### config.mk
export PLATFORM = sky130hd
export DESIGN_NAME = fetch_addr_gen
export DESIGN_NICKNAME = d
export VERILOG_FILES = /design/src/rtl/nia_pkg.sv /design/src/rtl/nia_seq_add.sv /design/src/rtl/nia_branch_tgt.sv /design/src/rtl/nia_jump_tgt.sv /design/src/rtl/nia_next_sel.sv /design/src/rtl/fetch_addr_gen.sv
export SDC_FILE = /design/constraint.sdc
export NUM_CORES = 1
export LEC_CHECK = 0
export ABC_AREA = 1
export BUFFER_PORTS_ARGS = -buffer_cell sky130_fd_sc_hd__buf_2
export CAP_MARGIN = 25
export CORE_MARGIN = 1.5
export CORE_UTILIZATION = 58
export DETAILED_ROUTE_END_ITERATION = 7
export PLACE_DENSITY = 0.89
export SETUP_SLACK_MARGIN = 0.1
export SKIP_CTS_REPAIR_TIMING = 1
export SLEW_MARGIN = 25
export SYNTH_ARGS = -nofsm -noshare
export SYNTH_HDL_FRONTEND = slang
export SYNTH_SLANG_ARGS = --single-unit
### constraint.sdc
create_clock -name clk -period 3.3 [get_ports clk]
set_input_delay 0.33 -clock clk [delete_from_list [all_inputs] [get_ports clk]]
set_output_delay 0.33 -clock clk [all_outputs]
set_load 0.05 [all_outputs]
### src/rtl/nia_pkg.sv
package nia_pkg;

   // which candidate address is loaded into the PC
   typedef enum logic [1:0] {
      NSEL_SEQ    = 2'd0,
      NSEL_BRANCH = 2'd1,
      NSEL_JUMP   = 2'd2
   } nsel_e;

endpackage

### src/rtl/nia_seq_add.sv
// Sequential successor on word addresses: one instruction further on.
module nia_seq_add #(
   parameter int WORD_W = 30
) (
   input  logic [WORD_W-1:0] pc_word_i,
   output logic [WORD_W-1:0] seq_word_o
);
   localparam logic [WORD_W-1:0] ONE_WORD = WORD_W'(1);

   assign seq_word_o = pc_word_i + ONE_WORD;
endmodule

### src/rtl/nia_branch_tgt.sv
// Relative target: the sequential word address plus a sign-extended displacement.
module nia_branch_tgt #(
   parameter int WORD_W = 30,
   parameter int OFF_W  = 16
) (
   input  logic [WORD_W-1:0] seq_word_i,
   input  logic [OFF_W-1:0]  off_i,
   output logic [WORD_W-1:0] tgt_word_o
);
   logic [WORD_W-1:0] disp_word;

   generate
      if (OFF_W < WORD_W) begin : g_extend
         localparam int EXT_W = WORD_W - OFF_W;
         assign disp_word = {{EXT_W{off_i[OFF_W-1]}}, off_i};
      end else begin : g_truncate
         assign disp_word = off_i[WORD_W-1:0];
      end
   endgenerate

   assign tgt_word_o = seq_word_i + disp_word;
endmodule

### src/rtl/nia_jump_tgt.sv
// Absolute target: the region bits of the sequential address above the jump field.
module nia_jump_tgt #(
   parameter int WORD_W = 30,
   parameter int JF_W   = 26
) (
   input  logic [WORD_W-JF_W-1:0] region_i,
   input  logic [JF_W-1:0]        field_i,
   output logic [WORD_W-1:0]      tgt_word_o
);
   assign tgt_word_o = {region_i, field_i};
endmodule

### src/rtl/nia_next_sel.sv
// Picks the next PC word. A jump beats a taken branch, which beats the sequential step.
module nia_next_sel
   import nia_pkg::*;
#(
   parameter int WORD_W = 30
) (
   input  logic              br_en_i,
   input  logic              cmp_eq_i,
   input  logic              jmp_en_i,
   input  logic [WORD_W-1:0] seq_word_i,
   input  logic [WORD_W-1:0] br_word_i,
   input  logic [WORD_W-1:0] jmp_word_i,
   output logic [WORD_W-1:0] next_word_o
);
   nsel_e sel;

   always_comb begin
      if (jmp_en_i)
         sel = NSEL_JUMP;
      else if (br_en_i && cmp_eq_i)
         sel = NSEL_BRANCH;
      else
         sel = NSEL_SEQ;
   end

   always_comb begin
      unique case (sel)
         NSEL_JUMP:   next_word_o = jmp_word_i;
         NSEL_BRANCH: next_word_o = br_word_i;
         default:     next_word_o = seq_word_i;
      endcase
   end
endmodule

### src/rtl/fetch_addr_gen.sv
module fetch_addr_gen #(
   parameter int                 ADDR_W      = 32,
   parameter int                 OFF_W       = 16,
   parameter int                 JF_W        = 26,
   parameter int                 INSTR_BYTES = 4,
   parameter logic [ADDR_W-1:0]  RESET_ADDR  = '0
) (
   input  logic              clk,
   input  logic              rst,
   input  logic [OFF_W-1:0]  br_off,
   input  logic [JF_W-1:0]   jmp_field,
   input  logic              br_en,
   input  logic              cmp_eq,
   input  logic              jmp_en,
   output logic [ADDR_W-1:0] pc_q
);
   localparam int ALIGN_BITS  = $clog2(INSTR_BYTES);
   localparam int WORD_W      = ADDR_W - ALIGN_BITS;
   localparam int REGION_BITS = WORD_W - JF_W;
   localparam logic [WORD_W-1:0] RESET_WORD = RESET_ADDR[ADDR_W-1:ALIGN_BITS];

   // elaboration-time parameter checks
   generate
      if (INSTR_BYTES < 2 || (1 << ALIGN_BITS) != INSTR_BYTES) begin : g_bad_step
         $error("INSTR_BYTES must be a power of two of at least 2");
      end
      if (REGION_BITS < 1) begin : g_bad_region
         $error("jump field leaves no region bits");
      end
      if (OFF_W < 2 || OFF_W > WORD_W) begin : g_bad_off
         $error("OFF_W out of range");
      end
      if (RESET_ADDR[ALIGN_BITS-1:0] != '0) begin : g_bad_reset
         $error("RESET_ADDR must be instruction aligned");
      end
   endgenerate

   logic [WORD_W-1:0] pc_word;
   logic [WORD_W-1:0] seq_word;
   logic [WORD_W-1:0] br_word;
   logic [WORD_W-1:0] jmp_word;
   logic [WORD_W-1:0] next_word;

   nia_seq_add #(.WORD_W(WORD_W)) u_seq (
      .pc_word_i  (pc_word),
      .seq_word_o (seq_word)
   );

   nia_branch_tgt #(.WORD_W(WORD_W), .OFF_W(OFF_W)) u_br (
      .seq_word_i (seq_word),
      .off_i      (br_off),
      .tgt_word_o (br_word)
   );

   nia_jump_tgt #(.WORD_W(WORD_W), .JF_W(JF_W)) u_jmp (
      .region_i   (seq_word[WORD_W-1 -: REGION_BITS]),
      .field_i    (jmp_field),
      .tgt_word_o (jmp_word)
   );

   nia_next_sel #(.WORD_W(WORD_W)) u_sel (
      .br_en_i     (br_en),
      .cmp_eq_i    (cmp_eq),
      .jmp_en_i    (jmp_en),
      .seq_word_i  (seq_word),
      .br_word_i   (br_word),
      .jmp_word_i  (jmp_word),
      .next_word_o (next_word)
   );

   // loaded every cycle, no enable
   always_ff @(posedge clk) begin
      if (rst)
         pc_word <= RESET_WORD;
      else
         pc_word <= next_word;
   end

   assign pc_q = {pc_word, {ALIGN_BITS{1'b0}}};
endmodule

==> results of run 1 <==
[cell families after synthesis]
group / count (synthesis) / share of synthesized area
AOI/OAI and AO/OA: 86 / 0.109
xor gates and xnor gates: 14 / 0.0330
adders and majority gates: 36 / 0.104
buffers and inverters: 143 / 0.127
DFF: 30 / 0.137
other: 1 / 0.000852
and+or+nand+nor: 467 / 0.489
[synth_stat cells (all sizes together)]
| library cell | instances | area, µm² |
|---|---|---|
| nand2 | 278 | 1080 |
| inv | 131 | 492 |
| nand3 | 69 | 363 |
| nor2 | 67 | 310 |
| a21oi | 48 | 252 |
| ha | 35 | 438 |
| dfxtp | 30 | 601 |
| nor3 | 18 | 175 |
| o21ai | 17 | 85.1 |
| nand4 | 13 | 81.3 |
| a31oi | 12 | 75.1 |
| xor2 | 11 | 104 |
| clkbuf | 8 | 41.3 |
| or2 | 8 | 50.1 |
| nand3b | 6 | 45.0 |
| and2 | 4 | 25.0 |
| buf | 4 | 27.5 |
| o21bai | 4 | 30.0 |
| nor4 | 3 | 18.8 |
| xnor2 | 3 | 41.3 |
| a21o | 2 | 15.0 |
| o21a | 2 | 15.0 |
| a221oi | 1 | 8.76 |
| and3 | 1 | 6.26 |
| conb | 1 | 3.75 |
| fa | 1 | 20.0 |
[metrics by stage]
step           setup WS [ns]   util  cell area, µm²  total power [W]  hold slack (ns)
3_5_place_dp           0.104  0.668            4870          0.00108            0.612
3_3_place_gp           0.183  0.668            4870          0.00107            0.609
6_report               0.250  0.689            5020          0.00141            0.313
5_1_grt               0.0937  0.689            5020          0.00150            0.332
4_1_cts               0.0862  0.680            4960          0.00139            0.312
2_1_floorplan          0.269      -            4400         0.000903            0.489
[power groups by stage]
stage / clock [W] / combinational, W / sequential, W
finish: 0.000310 / 0.000682 / 0.000423
global route: 0.000327 / 0.000748 / 0.000426
CTS: 0.000310 / 0.000656 / 0.000421
detailed placement: 0 / 0.000652 / 0.000429
global placement: 0 / 0.000642 / 0.000428
floorplan: 0 / 0.000391 / 0.000512
[path summary, 6_finish.rpt]
| check | end | slack [ns] | from | depth (start not counted) |
|---|---|---|---|---|
| min reg2reg | pc_word[26] | 0.66 | pc_word[26] | 4 |
| max reg2reg | pc_word[25] | 0.25 | pc_word[10] | 17 |
| min | pc_word[6] | 0.31 | jmp_field[6] | 3 |
| max | pc_word[25] | 0.25 | pc_word[10] | 17 |
[cell type report]
class	instances	share of cell area
Inverter	131	0.0979
Clock buffer	7	0.0172
Tap cell	99	0.0247
Timing Repair Buffer	82	0.0847
Sequential cell	30	0.120
Clock inverter	1	0.000997
Multi-Input combinational cell	605	0.655
[routing by layer]
metal | track usage | vias to the layer above
li1 | - | 2620
met1 | 0.498 | 2439
met2 | 0.582 | 259
met3 | 0.0457 | 39
met4 | 0.135 | 0
met5 | 0 | -
[critical path, cell delays in order (launching register included)]
cell	delay (ns)
dfxtp_1	0.38
buf_4	0.17
nand2_2	0.08
nor3_4	0.18
nand2_1	0.13
nor3_2	0.20
nand3_1	0.12
and2_1	0.21
ha_1	0.40
nand2_1	0.12
nor2_1	0.22
inv_1	0.08
nor3_1	0.19
nand2_1	0.09
nand3_1	0.08
nand2_1	0.05
nand3_1	0.14
a21oi_1	0.09
[layout by cell type (no fill, tap or decap), types with 3 or more instances in the layout]
cell type	synthesis	layout
nand2_1	265	263
inv_1	121	121
buf_2	1	76
nand3_1	67	67
nor2_1	57	55
a21oi_1	45	43
ha_1	35	33
dfxtp_1	30	29
nand2_2	13	15
nand4_1	13	13
o21ai_0	14	13
a31oi_1	12	12
inv_2	10	10
xor2_1	10	9
nor3_2	8	8
or2_2	8	8
nor2_2	5	6
nor3_1	6	6
nand3b_1	6	6
clkbuf_8	1	6
buf_4	3	6
nor2_4	4	5
a21oi_2	3	5
nor3_4	4	4
and2_1	4	4
o21ai_1	3	4
o21bai_1	4	4
nor4_1	3	3
==> flow_metrics.env, run 1 <==
export IMPL_status="complete, no violations"
export IMPL_area_growth_pct=14.1
export IMPL_power_frac_comb=0.482
export IMPL_tns_ns=0
export IMPL_synth_area_per_cell_um2=5.66
export IMPL_die_h_um=90.1
export IMPL_dr_wl_met3_um=1220
export IMPL_cap_viol_max_count=0
export IMPL_dp_cells=945
export IMPL_p_seq_frac=0.299
export IMPL_drt_iter0_drc=557
export IMPL_synth_cells=777
export IMPL_gp_congestion=1.04
export IMPL_clock_skew_ns=0.00916
export IMPL_vias=5357
export IMPL_min_path_type="in -> reg"
export IMPL_peakVddDrop_uv=112
export IMPL_synth_area_mm2=0.00440
export IMPL_rsz0062_at_grt="false"
export IMPL_synth_distinct_cells=42
export IMPL_drv_slew=0
export IMPL_required_ns=3.45
export IMPL_grt_use_total=0.364
export IMPL_nFillCells=702
export IMPL_regMostFlops="pc_word"
export IMPL_ys_warn_count=0
export IMPL_wire_per_inst_um=15.8
export IMPL_fp_row_count=31
export IMPL_dieArea_mm2=0.00812
export IMPL_grt_max_degree=29
export IMPL_fmax_mhz=328
export IMPL_tightest_slew_ns=0.542
export IMPL_cp_max_fo=5
export IMPL_path_class="reg -> reg"
export IMPL_cts_root_buf="clkbuf_8"
export IMPL_p_int_w=0.000766
export IMPL_overflow=0
export IMPL_final_instance_count_excl_fill=955
export IMPL_htreeDepth=2
export IMPL_io_pins=79
export IMPL_cts_sinks=30
export IMPL_largestRegisters="pc_word x30"
export IMPL_portBuffers=76
export IMPL_met1_length_um=6610
export IMPL_clk_pin_slew_worst_paths_ns=0.07
export IMPL_ys_seq_elements=30
export IMPL_fin_nets=938
export IMPL_insertedDiodeCount=0
export IMPL_largest_reg_flops=30
export IMPL_setup_viol=0
export IMPL_fp_coreArea_mm2=0.00729
export IMPL_hold_viol=0
export IMPL_multi_input_area_mm2=0.00329
export IMPL_power_switching_w=0.000649
export IMPL_ant_nets=0
export IMPL_start_util=0.603
export IMPL_place_hpwl_um=12500
export IMPL_antenna_found_initial=0
export IMPL_power_share_clock=0.219
export IMPL_register_area_um2=602
export IMPL_maxSlewHeadroom=0.639
export IMPL_dieWidth_um=90.1
export IMPL_grt_pass1_wl_um=23500
export IMPL_grt_pass1_vias=4855
export IMPL_wl_met2_um=6710
export IMPL_drcViolationCount=0
export IMPL_leakage_nw=2.70
export IMPL_cts_inserted_buffers=5
export IMPL_layout_drive_gt1_share=0.187
export IMPL_finalCritPeriodShare=0.924
export IMPL_p_per_area_mw_per_mm2=282
export IMPL_period_needed_ns=3.05
export IMPL_cp_start_kind="register"
export IMPL_power_switching_share=0.458
export IMPL_cts_buffer_depth=2
export IMPL_arrival_ns=3.20
export IMPL_endpoint_kind="register"
export IMPL_maxUsedRoutingLayer="met4"
export IMPL_wirelength_um=15000
export IMPL_cts_tree="done"
export IMPL_insertion_delay_ns=0.28
export IMPL_avgViaCountPerCell=5.61
export IMPL_dr_pass1_iters=6
export IMPL_synth_seq_area_share=0.137
Power figures use the tool's default switching activity.
==> inputs of run 2 (changes only) <==
--- a/config.mk
+++ b/config.mk
@@ -7,14 +7,14 @@
 export LEC_CHECK = 0
 export ABC_AREA = 1
 export BUFFER_PORTS_ARGS = -buffer_cell sky130_fd_sc_hd__buf_2
-export CAP_MARGIN = 25
 export CORE_MARGIN = 1.5
-export CORE_UTILIZATION = 58
+export CORE_UTILIZATION = 53
 export DETAILED_ROUTE_END_ITERATION = 7
-export PLACE_DENSITY = 0.89
+export PLACE_DENSITY = 0.85
 export SETUP_SLACK_MARGIN = 0.1
 export SKIP_CTS_REPAIR_TIMING = 1
 export SLEW_MARGIN = 25
 export SYNTH_ARGS = -nofsm -noshare
 export SYNTH_HDL_FRONTEND = slang
+export SYNTH_HIERARCHICAL = 1
 export SYNTH_SLANG_ARGS = --single-unit
==> constraint.sdc (replaced) <==
create_clock -name clk -period 2.8 [get_ports clk]
set_input_delay 0.28 -clock clk [delete_from_list [all_inputs] [get_ports clk]]
set_output_delay 0.28 -clock clk [all_outputs]
set_load 0.05 [all_outputs]
==> flow_metrics.env, run 2 <==
export IMPL_dieArea_mm2=0.00990
export IMPL_min_path_type="in -> reg"
export IMPL_fmax_mhz=338
export IMPL_pre_cts_slack_ns=-0.220
export IMPL_grt_max_degree=61
export IMPL_fin_hold_ws_ns=0.301
export IMPL_antenna_found_initial=0
export IMPL_cts_buffer_depth=2
export IMPL_final_common_cell="nand2_1"
export IMPL_finalCritPeriodShare=1.06
export IMPL_startpoint="pc_word[1]"
export IMPL_arrival_ns=3.17
export IMPL_grt_use_total=0.284
export IMPL_fp_coreArea_mm2=0.00915
export IMPL_nFillCells=680
export IMPL_r2r_slack_ns=-0.15
export IMPL_cts_root_buf="clkbuf_8"
export IMPL_clk_pin_slew_worst_paths_ns=0.06
export IMPL_largest_reg_flops=30
export IMPL_drt_iter0_drc=655
export IMPL_area_growth_pct=34.0
export IMPL_wirelength_um=16900
export IMPL_synthArstFlopShare=0
export IMPL_ant_nets=0
export IMPL_rsz0062_at_grt="true"
export IMPL_io_pins=79
export IMPL_fp_row_count=35
export IMPL_maxSlewHeadroom=0.322
export IMPL_status="finished, violations left"
export IMPL_grt_pass1_vias=5075
export IMPL_synth_distinct_cells=31
export IMPL_synth_area_per_cell_um2=5.56
export IMPL_cap_viol_max_count=0
export IMPL_synth_largest_type_area_fraction=0.227
export IMPL_reg2reg_from="pc_word[1]"
export IMPL_synth_common_cells="nand2_1 (299), inv_1 (139), nor2_1 (95)"
export IMPL_synth_cells=887
export IMPL_p_per_area_mw_per_mm2=313
export IMPL_leakage_nw=3.52
export IMPL_post_synth_top_area_cell="nand2_1"
export IMPL_largestRegisters="pc_word x30"
export IMPL_overflow=0
export IMPL_synthTopCellsByArea="nand2_1 (23%), dfxtp_1 (12%), inv_1 (11%), nand3_1 (9.2%), ha_1 (7.6%)"
export IMPL_synth_area_mm2=0.00493
export IMPL_cts_tree="done"
export IMPL_dieWidth_um=99.5
export IMPL_peakVddDrop_uv=163
export IMPL_grt_pass1_wl_um=22700
export IMPL_path_class="reg -> reg"
export IMPL_avgViaCountPerCell=5.59
export IMPL_ys_seq_elements=30
export IMPL_endpoint_kind="register"
export IMPL_fin_nets=1063
export IMPL_tightest_slew_ns=1.01
export IMPL_vias=6134
export IMPL_cts_sinks=30
export IMPL_synth_seq_area_share=0.122
export IMPL_portBuffers=76
export IMPL_power_w=0.00207
export IMPL_crit_path_end="pc_word[22]"
export IMPL_drcViolationCount=0
export IMPL_place_hpwl_um=11600
export IMPL_r2r_cells=21
export IMPL_die_h_um=99.5
export IMPL_yosys_most_used_dff="dfxtp_1"
export IMPL_insertedDiodeCount=0
export IMPL_insertion_delay_ns=0.28
export IMPL_layout_drive_gt1_share=0.361
export IMPL_cp_max_fo=5
export IMPL_mostFrequentLayoutCells="nand2_1 (249), inv_1 (132), nand3_1 (85), buf_2 (76), nor2_1 (68)"
export IMPL_ys_warn_count=6
export IMPL_required_ns=3.01
export IMPL_yosysMostFrequentCell="nand2_1"
export IMPL_setup_viol=14
export IMPL_dr_pass1_iters=6
export IMPL_period_needed_ns=2.95
export IMPL_violations="setup timing"
export IMPL_htreeDepth=2
export IMPL_setup_slack_ns=-0.155
export IMPL_start_util=0.539
export IMPL_wire_per_inst_um=15.4
export IMPL_clock_skew_ns=0.00511
export IMPL_gp_congestion=0.961
export IMPL_cp_start_kind="register"
export IMPL_worstReg2RegEnd="pc_word[22]"
export IMPL_synth_edff_count=0
export IMPL_drv_slew=0
export IMPL_regMostFlops="pc_word"
export IMPL_hold_viol=0
export IMPL_cts_inserted_buffers=5
## run 2: cell count changes in the layout (fill, tap and decap cells not counted), moves of 16 or more
cell     previous run  this run
nand4_1            13        35
nand3_1            67        85
dfxtp_2             1        17
ha_4                1        25
buf_4               6        63
a21oi_1            43         9
nand2_2            15        48
nor2_2              6        25
dfxtp_1            29        11
ha_1               33         4
## run 2: how the worst min path moves through the flow
| stage | cells after the start | to | start | slack [ns] |
|---|---|---|---|---|
| floorplan | 2 | pc_word[0] | rst | 0.46 |
| global placement | 5 | pc_word[21] | jmp_field[21] | 0.60 |
| detailed placement | 5 | pc_word[21] | jmp_field[21] | 0.60 |
| CTS | 5 | pc_word[21] | jmp_field[21] | 0.31 |
| global route | 5 | pc_word[4] | jmp_field[4] | 0.34 |
| finish | 5 | pc_word[21] | jmp_field[21] | 0.30 |
## run 2: cells by family (layout without fill, tap and decap cells)
logic type                 Yosys count  after routing  synth area share
xor gates and xnor gates            29             29            0.0530
other                                1              2          0.000760
AOI/OAI and AO/OA                   31             31            0.0378
DFF                                 30             30             0.122
adders and majority gates           31             31            0.0801
and+or+nand+nor                    570            570             0.523
buffers and inverters              195            293             0.183
## run 2: critical path: stages, from the launching register on
cell	delay (ns)
dfxtp_4	0.37
ha_4	0.15
nand2_4	0.05
nor2_4	0.13
nand2_4	0.10
nor2_4	0.17
nand2_1	0.10
nand2_1	0.10
nand2_2	0.09
ha_4	0.32
nand2_1	0.10
nor2_2	0.18
nand2_1	0.11
nor2_1	0.13
nand2_1	0.13
nand3_1	0.11
nand2_1	0.06
nand2_1	0.07
nand4_1	0.12
nand3_1	0.15
inv_1	0.04
nor2_1	0.08
## run 2: area by class of cell
type	count	area, µm²	area share
Sequential cell	30	629	0.0952
Timing Repair Buffer	143	907	0.137
Clock buffer	7	86.3	0.0131
Tap cell	111	139	0.0210
Clock inverter	1	5.00	0.000757
Inverter	142	538	0.0814
Multi-Input combinational cell	663	4310	0.651
## run 2: report_power, final
part / internal, W / switching, W / total [W]
combinational: 0.000451 / 0.000751 / 0.00120
clock: 0.000198 / 0.000164 / 0.000362
sequential: 0.000462 / 0.0000414 / 0.000503
total: 0.00111 / 0.000957 / 0.00207
## run 2: layer usage
metal,track usage,share of wire,vias up
met5,0,0,-
met4,0.106,0.047,0
met3,0.0225,0.078,79
met2,0.488,0.48,365
met1,0.371,0.40,2775
li1,-,-,2915
## run 2: metrics by stage
step	TNS, ns	std cells	util	area [µm²]
global route	-4.00	1097	0.722	6610
floorplan	0	888	-	4960
global placement	-1.17	1078	0.604	5530
detailed placement	-2.21	1078	0.604	5530
finish	-1.00	1097	0.722	6610
CTS	-2.49	1086	0.614	5620
